**src/rtl/featctl_pkg.sv**
```systemverilog
`timescale 1ns/1ps
package featctl_pkg;
  localparam int XLEN   = 64;
  localparam int B_SYSC = 0;
  localparam int B_LME  = 8;
  localparam int B_LMA  = 10;
  localparam int B_NXE  = 11;
  localparam int B_VIRT = 12;
  localparam int B_FSR  = 14;

  typedef struct packed {
    logic sysc;
    logic lme;
    logic nxe;
    logic virt;
    logic fsr;
  } feat_t;

  // bits that fault when written as one: 9, 13 and 15 upward
  function automatic logic [XLEN-1:0] mbz_mask();
    logic [XLEN-1:0] m;
    m = {XLEN{1'b1}} << 15;
    m[9]  = 1'b1;
    m[13] = 1'b1;
    return m;
  endfunction

  function automatic logic [XLEN-1:0] image(feat_t f, logic lma);
    logic [XLEN-1:0] v;
    v = '0;
    v[B_SYSC] = f.sysc;
    v[B_LME]  = f.lme;
    v[B_LMA]  = lma;
    v[B_NXE]  = f.nxe;
    v[B_VIRT] = f.virt;
    v[B_FSR]  = f.fsr;
    return v;
  endfunction
endpackage

```
**src/rtl/featctl_access.sv**
```systemverilog
`timescale 1ns/1ps
module featctl_access
  import featctl_pkg::*;
#(
  parameter int ADDR_W = 32,
  parameter int PL_W = 2,
  parameter logic [ADDR_W-1:0] REG_ADDR = 32'hC000_0080
) (
  input  logic              acc_valid,
  input  logic              acc_write,
  input  logic [ADDR_W-1:0] acc_addr,
  input  logic [XLEN-1:0]   acc_wdata,
  input  logic [PL_W-1:0]   priv_lvl,
  input  logic              virt_block,
  output logic              wr_ok,
  output logic              rd_ok,
  output logic              bad
);
  localparam logic [XLEN-1:0] MBZ = mbz_mask();

  logic hit, priv, wr_bad;

  always_comb begin
    hit    = acc_valid && (acc_addr == REG_ADDR);
    priv   = (priv_lvl == '0);
    wr_bad = ((acc_wdata & MBZ) != '0) || (virt_block && acc_wdata[B_VIRT]);
    bad    = hit && (!priv || (acc_write && wr_bad));
    wr_ok  = hit && priv && acc_write && !wr_bad;
    rd_ok  = hit && priv && !acc_write;
  end
endmodule

```
**src/rtl/featctl_store.sv**
```systemverilog
`timescale 1ns/1ps
module featctl_store
  import featctl_pkg::*;
(
  input  logic            clk,
  input  logic            rst,
  input  logic            wr_ok,
  input  logic [XLEN-1:0] wdata,
  input  logic            paging_on,
  output feat_t           feat,
  output logic            lma
);
  logic pg_q;

  always_ff @(posedge clk) begin
    if (rst) begin
      feat <= '0;
      lma  <= 1'b0;
      pg_q <= 1'b0;
    end else begin
      pg_q <= paging_on;
      if (wr_ok) begin
        feat.sysc <= wdata[B_SYSC];
        feat.lme  <= wdata[B_LME];
        feat.nxe  <= wdata[B_NXE];
        feat.virt <= wdata[B_VIRT];
        feat.fsr  <= wdata[B_FSR];
      end
      if (!paging_on)
        lma <= 1'b0;
      else if (!pg_q && feat.lme)
        lma <= 1'b1;
    end
  end

  assert_lma_rise_R5: assert property (@(posedge clk) disable iff (rst)
    $rose(lma) |-> ($past(feat.lme) && $past(paging_on)));

  assert_lma_drop_R5: assert property (@(posedge clk) disable iff (rst)
    !paging_on |=> !lma);
endmodule

```
**src/rtl/featctl_qual.sv**
```systemverilog
`timescale 1ns/1ps
module featctl_qual
  import featctl_pkg::*;
#(
  parameter int PL_W = 2
) (
  input  logic            clk,
  input  logic            rst,
  input  feat_t           feat,
  input  logic            lma,
  input  logic            rd_ok,
  input  logic            bad,
  input  logic            wide_mode,
  input  logic [PL_W-1:0] priv_lvl,
  output logic [XLEN-1:0] rd_data,
  output logic            fault,
  output logic            en_fastsave
);
  localparam logic [XLEN-1:0] UNUSED = ~image('1, 1'b1);

  always_ff @(posedge clk) begin
    if (rst) begin
      rd_data     <= '0;
      fault       <= 1'b0;
      en_fastsave <= 1'b0;
    end else begin
      fault       <= bad;
      rd_data     <= rd_ok ? image(feat, lma) : '0;
      en_fastsave <= feat.fsr && wide_mode && (priv_lvl == '0);
    end
  end

  assert_rd_gate_R9: assert property (@(posedge clk) disable iff (rst)
    (rd_data != '0) |-> ($past(rd_ok) && $past(priv_lvl == '0)));

  assert_rd_unused_R3: assert property (@(posedge clk) disable iff (rst)
    (rd_data & UNUSED) == '0);

  assert_fs_gate_R8: assert property (@(posedge clk) disable iff (rst)
    en_fastsave |-> ($past(wide_mode) && $past(priv_lvl == '0) && $past(feat.fsr)));
endmodule

```
**src/rtl/featctl_reg.sv**
```systemverilog
`timescale 1ns/1ps
module featctl_reg
  import featctl_pkg::*;
#(
  parameter int ADDR_W = 32,
  parameter int PL_W = 2,
  parameter logic [ADDR_W-1:0] REG_ADDR = 32'hC000_0080
) (
  input  logic              clk,
  input  logic              rst,
  input  logic              acc_valid,
  input  logic              acc_write,
  input  logic [ADDR_W-1:0] acc_addr,
  input  logic [63:0]       acc_wdata,
  input  logic [PL_W-1:0]   priv_lvl,
  input  logic              paging_on,
  input  logic              wide_mode,
  input  logic              virt_block,
  output logic [63:0]       rd_data,
  output logic              fault,
  output logic              en_syscall,
  output logic              en_longmode,
  output logic              lm_active,
  output logic              en_noexec,
  output logic              en_virt,
  output logic              en_fastsave,
  output logic              virt_ud
);
  logic  wr_ok, rd_ok, bad, lma;
  feat_t feat;

  featctl_access #(.ADDR_W(ADDR_W), .PL_W(PL_W), .REG_ADDR(REG_ADDR)) u_acc (
    .acc_valid(acc_valid), .acc_write(acc_write), .acc_addr(acc_addr),
    .acc_wdata(acc_wdata), .priv_lvl(priv_lvl), .virt_block(virt_block),
    .wr_ok(wr_ok), .rd_ok(rd_ok), .bad(bad)
  );

  featctl_store u_store (
    .clk(clk), .rst(rst), .wr_ok(wr_ok), .wdata(acc_wdata),
    .paging_on(paging_on), .feat(feat), .lma(lma)
  );

  featctl_qual #(.PL_W(PL_W)) u_qual (
    .clk(clk), .rst(rst), .feat(feat), .lma(lma), .rd_ok(rd_ok), .bad(bad),
    .wide_mode(wide_mode), .priv_lvl(priv_lvl), .rd_data(rd_data),
    .fault(fault), .en_fastsave(en_fastsave)
  );

  assign en_syscall  = feat.sysc;
  assign en_longmode = feat.lme;
  assign en_noexec   = feat.nxe;
  assign en_virt     = feat.virt;
  assign lm_active   = lma;
  assign virt_ud     = !feat.virt;

  // the cycle a fault is shown, no stored bit moved at that edge
  assert_fault_hold_R4: assert property (@(posedge clk) disable iff (rst)
    fault |-> $stable(feat));
endmodule

```
**config.mk**
```make
export PLATFORM = sky130hd
export DESIGN_NAME = featctl_reg
export DESIGN_NICKNAME = d
export VERILOG_FILES = /design/src/rtl/featctl_pkg.sv /design/src/rtl/featctl_access.sv /design/src/rtl/featctl_store.sv /design/src/rtl/featctl_qual.sv /design/src/rtl/featctl_reg.sv
export SDC_FILE = /design/constraint.sdc
export NUM_CORES = 1
export LEC_CHECK = 0
export ABC_AREA = 1
export ABC_CLOCK_PERIOD_IN_PS = 3800
export CAP_MARGIN = 5
export CORE_MARGIN = 3
export CORE_UTILIZATION = 29
export CTS_BUF_LIST = sky130_fd_sc_hd__clkbuf_4 sky130_fd_sc_hd__clkbuf_8
export CTS_CLUSTER_DIAMETER = 120
export DETAILED_ROUTE_END_ITERATION = 6
export GPL_TIMING_DRIVEN = 0
export PLACE_DENSITY = 0.89
export SLEW_MARGIN = 30
export SYNTH_ARGS = -nofsm -noshare
export SYNTH_HDL_FRONTEND = slang
export SYNTH_SLANG_ARGS = --single-unit
```
**constraint.sdc**
```tcl
create_clock -name clk -period 3.8 [get_ports clk]
set_input_delay 0.76 -clock clk [delete_from_list [all_inputs] [get_ports clk]]
set_output_delay 0.76 -clock clk [all_outputs]
set_load 0.05 [all_outputs]
```
==> results of run 1 <==
[flip-flops by register name (all words and copies together) (netlist names)]
signal	cells
u_qual.en_fastsave	1
u_qual.fault	1
u_qual.rd_data	6
u_store.feat	5
u_store.lma	1
u_store.pg_q	1
[how the worst max path moves through the flow]
stage	endpoint	from	slack, ns	depth (start not counted)
after CTS	virt_ud	u_store.feat[1]$_SDFFE_PP0P_	1.60	2
after floorplan	virt_ud	u_store.feat[1]$_SDFFE_PP0P_	2.05	1
after detailed placement	u_store.feat[4]$_SDFFE_PP0P_	acc_addr[27]	1.46	8
after global routing	u_store.feat[4]$_SDFFE_PP0P_	acc_addr[27]	1.51	8
final	en_noexec	u_store.feat[2]$_SDFFE_PP0P_	1.60	1
after global placement	u_store.feat[4]$_SDFFE_PP0P_	acc_wdata[50]	1.52	11
[routing by layer]
| metal | up-vias | track usage, % | share of wire, % |
|---|---|---|---|
| met5 | - | 0 | 0 |
| met3 | 7 | 3.78 | 11 |
| li1 | 949 | - | - |
| met4 | 0 | 4.71 | 1.5 |
| met1 | 703 | 13.5 | 35 |
| met2 | 96 | 28.6 | 53 |
[cell usage after synthesis]
cell | instances | area, sq um
a21oi_1 | 1 | 5.00
buf_4 | 58 | 435
conb_1 | 1 | 3.75
dfxtp_1 | 15 | 300
inv_1 | 36 | 135
nand2_1 | 34 | 128
nand3_1 | 11 | 55.1
nand3_2 | 1 | 10.0
nand4_1 | 6 | 37.5
nor2_1 | 72 | 270
nor2_2 | 1 | 6.26
nor2_4 | 2 | 22.5
nor3_1 | 2 | 10.0
nor4_1 | 1 | 6.26
o21a_1 | 1 | 7.51
or2_0 | 1 | 6.26
[cell usage in the layout, fill, tap and decap left out]
cell type,count
nor3_1,2
nor4_1,1
clkdlybuf4s50_1,110
nand3_1,11
o21a_1,1
nand3_2,1
conb_1,58
nand4_1,6
clkinv_2,1
buf_4,58
nor2_2,1
clkbuf_8,3
a21oi_1,1
nand2_1,34
nor2_1,72
or2_0,1
nor2_4,2
dfxtp_1,15
inv_1,36
[logic make-up after synthesis]
logic type / Yosys count
and+or+nand+nor: 131
buffers and inverters: 94
DFF: 15
AOI/OAI and AO/OA: 2
other: 1
[power groups by stage]
stage / registers, mW / logic, mW / clock network (mW)
global route: 0.158 / 0.320 / 0.138
floorplan: 0.161 / 0.195 / 0
finish: 0.158 / 0.303 / 0.130
global placement: 0.161 / 0.297 / 0
CTS: 0.158 / 0.300 / 0.129
detailed placement: 0.161 / 0.299 / 0
[through the flow]
stage          hold WS (ns)  instance area [sq um]  cells  util [%]
6_report              0.455                   2880    481      60.7
2_1_floorplan         0.423                   1650    300         -
3_3_place_gp          0.434                   2840    477      59.7
5_1_grt               0.476                   2880    481      60.7
4_1_cts               0.457                   2880    481      60.7
3_5_place_dp          0.445                   2840    477      59.7
[area by class of cell]
type | instances | area share (%)
multi-input cells | 191 | 27.1
clock buffers | 3 | 1.43
repair buffers | 110 | 38.2
well taps | 67 | 2.91
flip-flops and latches | 15 | 10.4
clock inverters | 1 | 0.174
plain buffers | 58 | 15.1
inverters | 36 | 4.69
==> out/results.tsv, run 1 <==
stage	metric	value	unit
worst_setup_path	CP arrival	1.44	ns
finish	share of cells above drive strength 1	15.9	%
global_routing	GR Overflow Total	0	
placement	DPL Wire Length	4050	um
finish	Final #Nets	520	
min_path	hold_sp	u_store.feat[0]$_SDFFE_PP0P_	
synthesis	Syn. warnings	0	
placement	Post-Place Worst Slack	1.46	ns
power	sw power	224	uW
global_routing	largest net degree at the start of global routing	10	
clocking	H-Tree Level Count	1	
global_routing	global-route wire length before repair	6880	um
clocking	Clock Path Buffers	2	
outcome	status	finished clean	
synthesis	Avg Inst Size Synth	5.92	sq um
finish	Reg area	300	sq um
synthesis	FF+latch count, synth	15	
worst_setup_path	Worst EP required	3.04	ns
clocking	Clock transition at path regs	0.06	ns
finish	Multi-input gate area	782	sq um
clocking	TritonCTS Buffers	3	
worst_setup_path	reg-to-reg critical path endpoint	u_store.lma$_SDFFE_PP0P_	
min_path	worst hold path depth	2	
worst_setup_path	worst reg2reg path depth	3	
worst_setup_path	Worst Setup End Kind	primary output	
global_routing	total global-route track usage	14.1	%
worst_setup_path	r2r setup slk	3.10	ns
synthesis	Netlist Area Pre-Place	1440	sq um
worst_setup_path	critical path class	reg -> out	
synthesis	Synth Area in Adders	0	%
synthesis	register area share after synthesis	20.9	%
power	clock share of power	22.0	%
finish	Synth-to-Final Area Change	100	%
power	cell-internal power	367	uW
power	total power	591	uW
worst_setup_path	CP Cell Sequence	clkdlybuf4s50_1	
synthesis	Synth Instances	243	
floorplanning	Die Y	76.4	um
worst_setup_path	FF-to-FF Start	u_store.feat[3]$_SDFFE_PP0P_	
floorplanning	num ports	177	
floorplanning	Die W	76.4	um
clocking	CTS tree	yes	
synthesis	Synth Area in Simple Gates	38.3	%
clocking	clk_lat worst skew	0.25	ns
power	leak pwr	1.40	nW
route	initial DRC count	32	
clocking	Clock Sink Count	15	
floorplanning	die area	5840	sq um
flow_run	max_cap viols	0	
timing	Final Hold Vio Count	0	
timing	endpoints failing setup	0	
power	sequential power share	26.7	%
finish	Inserted Diodes	0	
timing	RSZ-0062 raised after global routing	no	
timing	Max Slew Vio Count	0	
clocking	Root Driver	clkbuf_8	
synthesis	post-synthesis mux area share	0	%
clocking	setup repair bufs after CTS	0	
worst_setup_path	CP max stage cell	clkdlybuf4s50_1	
clocking	Hold Buf Count CTS	0	
timing	fin crit share	58.0	%
worst_setup_path	cell family contributing the most delay on the critical path	buffers and inverters	
floorplanning	Initial Utilization	30.3	%
global_routing	initial antenna violation count	0	
clocking	CTS resizes	0	
route	Vias	1755	
power	switching share of power	37.9	%
synthesis	post-synth cell types	16	
timing	Clock Skew	0.00241	ns
power	Worst IR Drop VDD	114	uV
timing	max frequency	454	MHz
floorplanning	Core ar.	4750	sq um
worst_setup_path	Crit Path Max Fanout	3	
synthesis	largest family of logic cells by synthesized area	buffers and inverters	
route	DRC Markers	0	
min_path	Min-Delay Endpoint	u_qual.rd_data[14]$_SDFF_PP0_	
min_path	type of the tightest min-delay check	reg -> reg	
worst_setup_path	startpoint types	register	
route	WL/cell	9.00	um
timing	post-route setup slack	1.60	ns
timing	post-layout min period	2.20	ns
finish	Fill cells	429	
synthesis	Compound-Gate Fraction of Synth Area	0.870	%
route	Post-DRT Antenna Nets	0	
power	pwr dens	205	nW/um^2
placement	GP Congestion	0.756	
route	final wirelength	4330	um
power	combinational power share	51.2	%
timing	setup_tns	0	ns
timing	Worst slew margin	66.6	%
floorplanning	row cnt	25	
synthesis	XOR/XNOR share of the synthesized area	0	%
global_routing	vias in the first global route	1701	
timing	Tightest Pin Transition	0.500	ns
route	Vias/cell	3.65	
worst_setup_path	CP max stage delay	0.82	ns
placement	I/O Buffers	110	
worst_setup_path	Worst Path Buf+Inv	1	
route	Pre-Repair DR Iteration Count	4	
(Power assumes the default switching activity.)
==> run 2: changes to the inputs <==
ABC_CLOCK_PERIOD_IN_PS = 1850   (was 3800)
CORE_UTILIZATION = 24   (was 29)
PLACE_DENSITY = 0.79   (was 0.89)
clock period = 1.85 ns   (was 3.8 ns; I/O delays follow)
==> run 2 against run 1 <==
Net effect:
- total power is 110% higher
- global-route usage shrank 2.0 points
- design area up 0.48%
- clock power increased by 110%
- largest cell class unchanged
- largest power group unchanged
==> out/results.tsv, run 2 (synthesized netlist as in run 1, its figures left out) <==
stage	metric	value	unit	change
route	Vias	1726		was 1755
worst_setup_path	Worst Path Buf+Inv	1		unchanged
timing	endpoints failing setup	0		unchanged
global_routing	total global-route track usage	12.1	%	was 14.1%
clocking	H-Tree Level Count	1		unchanged
power	clock share of power	22.5	%	was 22.0%
power	leak pwr	1.40	nW	about the same
floorplanning	Die W	83.4	um	was 76.4 um
min_path	worst hold path depth	2		unchanged
worst_setup_path	startpoint types	register		unchanged
timing	max frequency	559	MHz	
route	Vias/cell	3.55		was 3.65
floorplanning	row cnt	27		was 25
worst_setup_path	FF-to-FF Start	u_store.feat[3]$_SDFFE_PP0P_		unchanged
worst_setup_path	Worst EP required	1.48	ns	was 3.04 ns
placement	placed insts	482		was 477
worst_setup_path	cell family contributing the most delay on the critical path	buffers and inverters		unchanged
min_path	hold_sp	u_store.feat[4]$_SDFFE_PP0P_		was u_store.feat[0]$_SDFFE_PP0P_
finish	commonest non-fill, non-tap cell in the layout	clkdlybuf4s50_1		unchanged
power	sw power	448	uW	was 224 uW
timing	Worst slew margin	66.2	%	was 66.6%
floorplanning	num ports	177		unchanged
floorplanning	Initial Utilization	25.5	%	was 30.3%
power	cell-internal power	772	uW	was 367 uW
worst_setup_path	Worst Setup End Kind	primary output		unchanged
finish	most frequent cells in the layout	clkdlybuf4s50_1, nor2_1, buf_4, conb_1, inv_1		unchanged
global_routing	largest net degree at the start of global routing	9		was 10
finish	share of cells above drive strength 1	16.2	%	was 15.9%
global_routing	vias in the first global route	1672		was 1701
global_routing	initial antenna violation count	0		unchanged
timing	Max Slew Vio Count	0		unchanged
placement	DPL Wire Length	4060	um	was 4050 um
finish	Synth-to-Final Area Change	101	%	was 100%
finish	Fill cells	553		was 429
power	Worst IR Drop VDD	292	uV	was 114 uV
timing	setup_tns	0	ns	unchanged
worst_setup_path	critical path class	reg -> out		unchanged
clocking	TritonCTS Buffers	3		unchanged
clocking	CTS tree	yes		unchanged
placement	I/O Buffers	110		unchanged
timing	RSZ-0062 raised after global routing	no		unchanged
finish	Largest register FFs	6		unchanged
worst_setup_path	CP arrival	1.42	ns	was 1.44 ns
route	final wirelength	4330	um	unchanged
clocking	clk_lat worst skew	0.25	ns	about the same
finish	Largest Register	u_qual.rd_data		unchanged
clocking	Clock Sink Count	15		unchanged
timing	Clock Skew	0.00191	ns	was 0.00241 ns
clocking	Clock transition at path regs	0.06	ns	about the same
power	pwr dens	421	nW/um^2	was 205 nW/um^2
timing	Tightest Pin Transition	0.505	ns	was 0.500 ns
power	sequential power share	26.6	%	was 26.7%
power	switching share of power	36.7	%	was 37.9%
finish	biggest regs	u_qual.rd_data (6), u_store.feat (5)		unchanged
global_routing	global-route wire length before repair	7130	um	was 6880 um
clocking	Root Driver	clkbuf_8		unchanged
clocking	setup repair bufs after CTS	0		unchanged
worst_setup_path	CP Cell Sequence	clkdlybuf4s50_1		unchanged
outcome	status	finished clean		unchanged
route	initial DRC count	41		was 32
finish	Inserted Diodes	0		unchanged
timing	fin crit share	96.7	%	
clocking	Hold Buf Count CTS	0		unchanged
route	DRC Markers	0		unchanged
route	Pre-Repair DR Iteration Count	4		unchanged
finish	Final #Nets	520		unchanged
worst_setup_path	CP max stage cell	clkdlybuf4s50_1		unchanged
timing	Final Hold Vio Count	0		unchanged
global_routing	GR Overflow Total	0		unchanged
worst_setup_path	Crit Path Max Fanout	3		unchanged
floorplanning	die area	6960	sq um	was 5840 sq um
placement	GP Congestion	0.800		was 0.756
timing	post-layout min period	1.79	ns	
worst_setup_path	CP max stage delay	0.81	ns	was 0.82 ns
flow_run	max_cap viols	0		unchanged
finish	final non-filler cell total	486		was 481
floorplanning	Die Y	83.4	um	was 76.4 um
floorplanning	Core ar.	5640	sq um	was 4750 sq um
clocking	Clock Path Buffers	2		unchanged
power	total power	1.22	mW	was 591 uW
route	WL/cell	8.90	um	was 9.00 um
worst_setup_path	worst reg2reg path depth	3		unchanged
timing	smallest hold slack	0.449	ns	was 0.455 ns
min_path	Min-Delay Endpoint	u_qual.rd_data[0]$_SDFF_PP0_		was u_qual.rd_data[14]$_SDFF_PP0_
route	Post-DRT Antenna Nets	0		unchanged
min_path	type of the tightest min-delay check	reg -> reg		unchanged
power	combinational power share	50.9	%	was 51.2%
worst_setup_path	r2r setup slk	1.14	ns	was 3.10 ns
worst_setup_path	reg-to-reg critical path endpoint	u_store.lma$_SDFFE_PP0P_		unchanged
run 2: cell types whose count changed in the layout (fill, tap and decap cells not counted):
| cell | previous run | this run |
|---|---|---|
| nor2_2 | 1 | 2 |
| clkbuf_4 | 0 | 1 |
| nor2_1 | 72 | 71 |
| clkinv_2 | 1 | 0 |
| dlymetal6s2s_1 | 0 | 1 |
| clkdlybuf4s50_1 | 110 | 109 |
run 2: area by class of cell:
cell class	count	area [sq um]	share of cell area (%)
inverters	36	135	4.66
well taps	72	90.1	3.11
plain buffers	58	435	15.0
clock buffers	4	48.8	1.68
multi-input cells	191	785	27.1
repair buffers	110	1100	38.1
flip-flops and latches	15	300	10.4
run 2: power by group through the flow:
stage	Clock (mW)	Sequential (mW)	Combinational, mW
6_report	0.275	0.325	0.621
2_1_floorplan	0	0.332	0.401
3_3_place_gp	0	0.332	0.611
3_5_place_dp	0	0.332	0.614
4_1_cts	0.283	0.325	0.615
5_1_grt	0.299	0.325	0.658
run 2: metrics by stage:
stage	setup WS, ns	utilization (%)	instance area, sq um
2_1_floorplan	0.491	-	1650
3_3_place_gp	-0.0510	50.4	2840
4_1_cts	0.0184	51.3	2890
3_5_place_dp	-0.111	50.4	2840
6_report	0.0614	51.4	2900
5_1_grt	0.00973	51.4	2900
run 2: worst min-delay path, stage by stage, from the launching register on:
cell	delay, ns
dfxtp_1	0.32
inv_1	0.05
nor2_1	0.03
run 2: what timing repair did:
| action | 4_1_cts | 5_1_grt |
|---|---|---|
| hold endpoints to repair | 0 | 0 |
| endpoints found under the setup margin | 0 | 6 |
| resized for setup | 0 | 2 |
run 2: how the worst max path moves through the flow:
stage	startpoint	endpoint	cells after the start
6_report	u_store.lma$_SDFFE_PP0P_	lm_active	1
5_1_grt	acc_addr[29]	u_store.feat[0]$_SDFFE_PP0P_	8
4_1_cts	u_store.feat[1]$_SDFFE_PP0P_	virt_ud	2
3_5_place_dp	acc_addr[27]	u_store.feat[3]$_SDFFE_PP0P_	8
3_3_place_gp	acc_wdata[33]	u_store.feat[2]$_SDFFE_PP0P_	11
2_1_floorplan	u_store.feat[1]$_SDFFE_PP0P_	virt_ud	1
run 2: per-layer routing:
layer  vias up  track usage (%)  part of all wire (%)
li1        948                -                     -
met1       681             11.7                    35
met2        92             24.6                    54
met3         5             3.27                    11
met4         0             3.51                   1.1
met5         -                0                     0
==> run 3: changes to the inputs <==
ABC_CLOCK_PERIOD_IN_PS = 1800   (was 1850)
CORE_UTILIZATION = 27   (was 24)
PLACE_DENSITY = 0.84   (was 0.79)
REMOVE_ABC_BUFFERS = 1   (was default)
clock period = 1.8 ns   (was 1.85 ns; I/O delays follow)
==> run 3 against run 2 <==
Net effect:
- routed wire length down 7.7%
- worst setup slack better by 0.011 ns
- sequential power increased by 2%
- global-route usage fell by 0.69 points
- via count decreased by 8.6%
- combinational power shrank 14%
- critical path depth is the same
- utilization is 1.1 points lower
- design area fell by 14%
- final cell count decreased by 13%
- total power decreased by 6.2%
- critical path type unchanged
==> out/results.tsv, run 3 (synthesized netlist as in run 1, its figures left out) <==
stage	metric	value	unit	change
placement	I/O Buffers	110		unchanged
placement	GP Congestion	0.698		was 0.800
worst_setup_path	CP max stage delay	0.80	ns	was 0.81 ns
route	DRC Markers	0		unchanged
route	Vias/cell	3.73		was 3.55
clocking	clk_lat worst skew	0.25	ns	about the same
worst_setup_path	CP arrival	1.37	ns	was 1.42 ns
worst_setup_path	critical path class	reg -> out		unchanged
floorplanning	row cnt	25		was 27
timing	fin crit share	96.0	%	
worst_setup_path	Crit Path Max Fanout	1		was 3
worst_setup_path	Worst Path Buf+Inv	1		unchanged
clocking	Clock Sink Count	15		unchanged
floorplanning	Core ar.	4940	sq um	was 5640 sq um
clocking	CTS resizes	2		was 0
finish	Largest Register	u_qual.rd_data		unchanged
route	Post-DRT Antenna Nets	0		unchanged
global_routing	global-route wire length before repair	5820	um	was 7130 um
global_routing	vias in the first global route	1471		was 1672
finish	Final #Nets	462		was 520
worst_setup_path	startpoint types	register		unchanged
worst_setup_path	cell family contributing the most delay on the critical path	buffers and inverters		unchanged
clocking	CTS tree	yes		unchanged
clocking	Clock Path Buffers	2		unchanged
finish	Fill cells	521		was 553
worst_setup_path	CP max stage cell	clkdlybuf4s50_1		unchanged
finish	most frequent cells in the layout	clkdlybuf4s50_1, nor2_1, conb_1		was clkdlybuf4s50_1, nor2_1, buf_4, conb_1, inv_1
finish	share of cells above drive strength 1	3.37	%	was 16.2%
floorplanning	Initial Utilization	29.1	%	was 25.5%
timing	Max Slew Vio Count	0		unchanged
finish	Inserted Diodes	0		unchanged
outcome	status	finished clean		unchanged
min_path	type of the tightest min-delay check	reg -> reg		unchanged
finish	Synth-to-Final Area Change	72.5	%	was 101%
placement	DPL Wire Length	3690	um	was 4060 um
clocking	Hold Buf Count CTS	0		unchanged
route	initial DRC count	37		was 41
route	WL/cell	9.44	um	was 8.90 um
floorplanning	die area	6240	sq um	was 6960 sq um
finish	Final Core Density	50.2	%	was 51.4%
clocking	setup repair bufs after CTS	0		unchanged
worst_setup_path	CP Cell Sequence	clkdlybuf4s50_1		unchanged
global_routing	initial antenna violation count	0		unchanged
power	pwr dens	461	nW/um^2	was 421 nW/um^2
floorplanning	Die W	79	um	was 83.4 um
timing	Worst slew margin	66.3	%	was 66.2%
clocking	TritonCTS Buffers	3		unchanged
timing	smallest hold slack	0.446	ns	was 0.449 ns
clocking	Root Driver	clkbuf_8		unchanged
global_routing	GR Overflow Total	0		unchanged
timing	Clock Skew	0.00109	ns	was 0.00191 ns
route	final wirelength	3990	um	was 4330 um
worst_setup_path	Worst EP required	1.44	ns	was 1.48 ns
finish	biggest regs	u_qual.rd_data (6), u_store.feat (5)		unchanged
route	Pre-Repair DR Iteration Count	4		unchanged
global_routing	largest net degree at the start of global routing	10		was 9
floorplanning	Die Y	79	um	was 83.4 um
timing	max frequency	579	MHz	
route	Vias	1578		was 1726
timing	endpoints failing setup	0		unchanged
clocking	H-Tree Level Count	1		unchanged
global_routing	total global-route track usage	11.4	%	was 12.1%
finish	commonest non-fill, non-tap cell in the layout	clkdlybuf4s50_1		unchanged
clocking	Clock transition at path regs	0.06	ns	about the same
power	leak pwr	1.16	nW	was 1.40 nW
finish	Largest register FFs	6		unchanged
power	Worst IR Drop VDD	452	uV	was 292 uV
timing	post-layout min period	1.73	ns	
floorplanning	num ports	177		unchanged
timing	Tightest Pin Transition	0.505	ns	about the same
timing	RSZ-0062 raised after global routing	no		unchanged
worst_setup_path	Worst Setup End Kind	primary output		unchanged
timing	Final Hold Vio Count	0		unchanged
flow_run	max_cap viols	0		unchanged
==> run 3: changes by cell type in the layout (fill, tap and decap cells not counted), sizes merged <==
cell and delta:
buf -58, clkdlybuf4s50 -5, dlymetal6s2s +3, dlygate4sd2 +2, clkbuf -1, clkinv +1
==> run 3: worst register-to-register path: cells and delay by family, from the launching register on <==
kind                   cells  cell delay (ns)
buffers and inverters      1             0.08
flip-flops                 1             0.33
AND/OR/NAND/NOR            1             0.05
AO/OA/AOI/OAI              1             0.16
==> run 3: final timing paths <==
check / startpoint / endpoint / slack [ns] / cells after the start
worst min register to register: u_store.feat[4]$_SDFFE_PP0P_ / u_qual.rd_data[0]$_SDFF_PP0_ / 0.45 / 2
worst max register to register: u_store.feat[3]$_SDFFE_PP0P_ / u_store.lma$_SDFFE_PP0P_ / 1.08 / 3
worst max-delay path: u_qual.rd_data[12]$_SDFF_PP0_ / rd_data[12] / 0.07 / 1
worst min-delay path: u_store.feat[4]$_SDFFE_PP0P_ / u_qual.rd_data[0]$_SDFF_PP0_ / 0.45 / 2
==> run 3: cell type report <==
class / instances / area (sq um) / share of cell area (%)
repair buffers: 110 / 1110 / 44.7
multi-input cells: 191 / 808 / 32.6
flip-flops and latches: 15 / 300 / 12.1
inverters: 36 / 135 / 5.44
well taps: 67 / 83.8 / 3.38
clock buffers: 3 / 41.3 / 1.66
clock inverters: 1 / 5.00 / 0.202
==> run 3: per-stage QoR <==
step                      TNS [ns]  worst slack (ns)  std cells  power, mW  area (sq um)
after floorplan                  0             0.451        242      0.653          1220
after global placement       -1.26            -0.153        419      0.868          2400
after detailed placement     -1.69            -0.189        419      0.873          2400
after CTS                        0           0.00767        423       1.15          2450
after global routing             0           0.00258        423       1.19          2480
final                            0            0.0721        423       1.15          2480
==> run 3: report_power, final <==
group / total, mW / switching (mW) / internal, mW
registers: 0.333 / 0.000318 / 0.333
logic: 0.537 / 0.335 / 0.202
clock network: 0.274 / 0.121 / 0.153
total: 1.15 / 0.456 / 0.689
==> run 3: layer usage <==
layer / global-route usage, % / vias up / part of all wire, %
met4: 4.64 / 0 / 1.7
met1: 11.3 / 654 / 33
met3: 1.25 / 5 / 8.7
met2: 23.5 / 86 / 56
met5: 0 / - / 0
li1: - / 833 / -
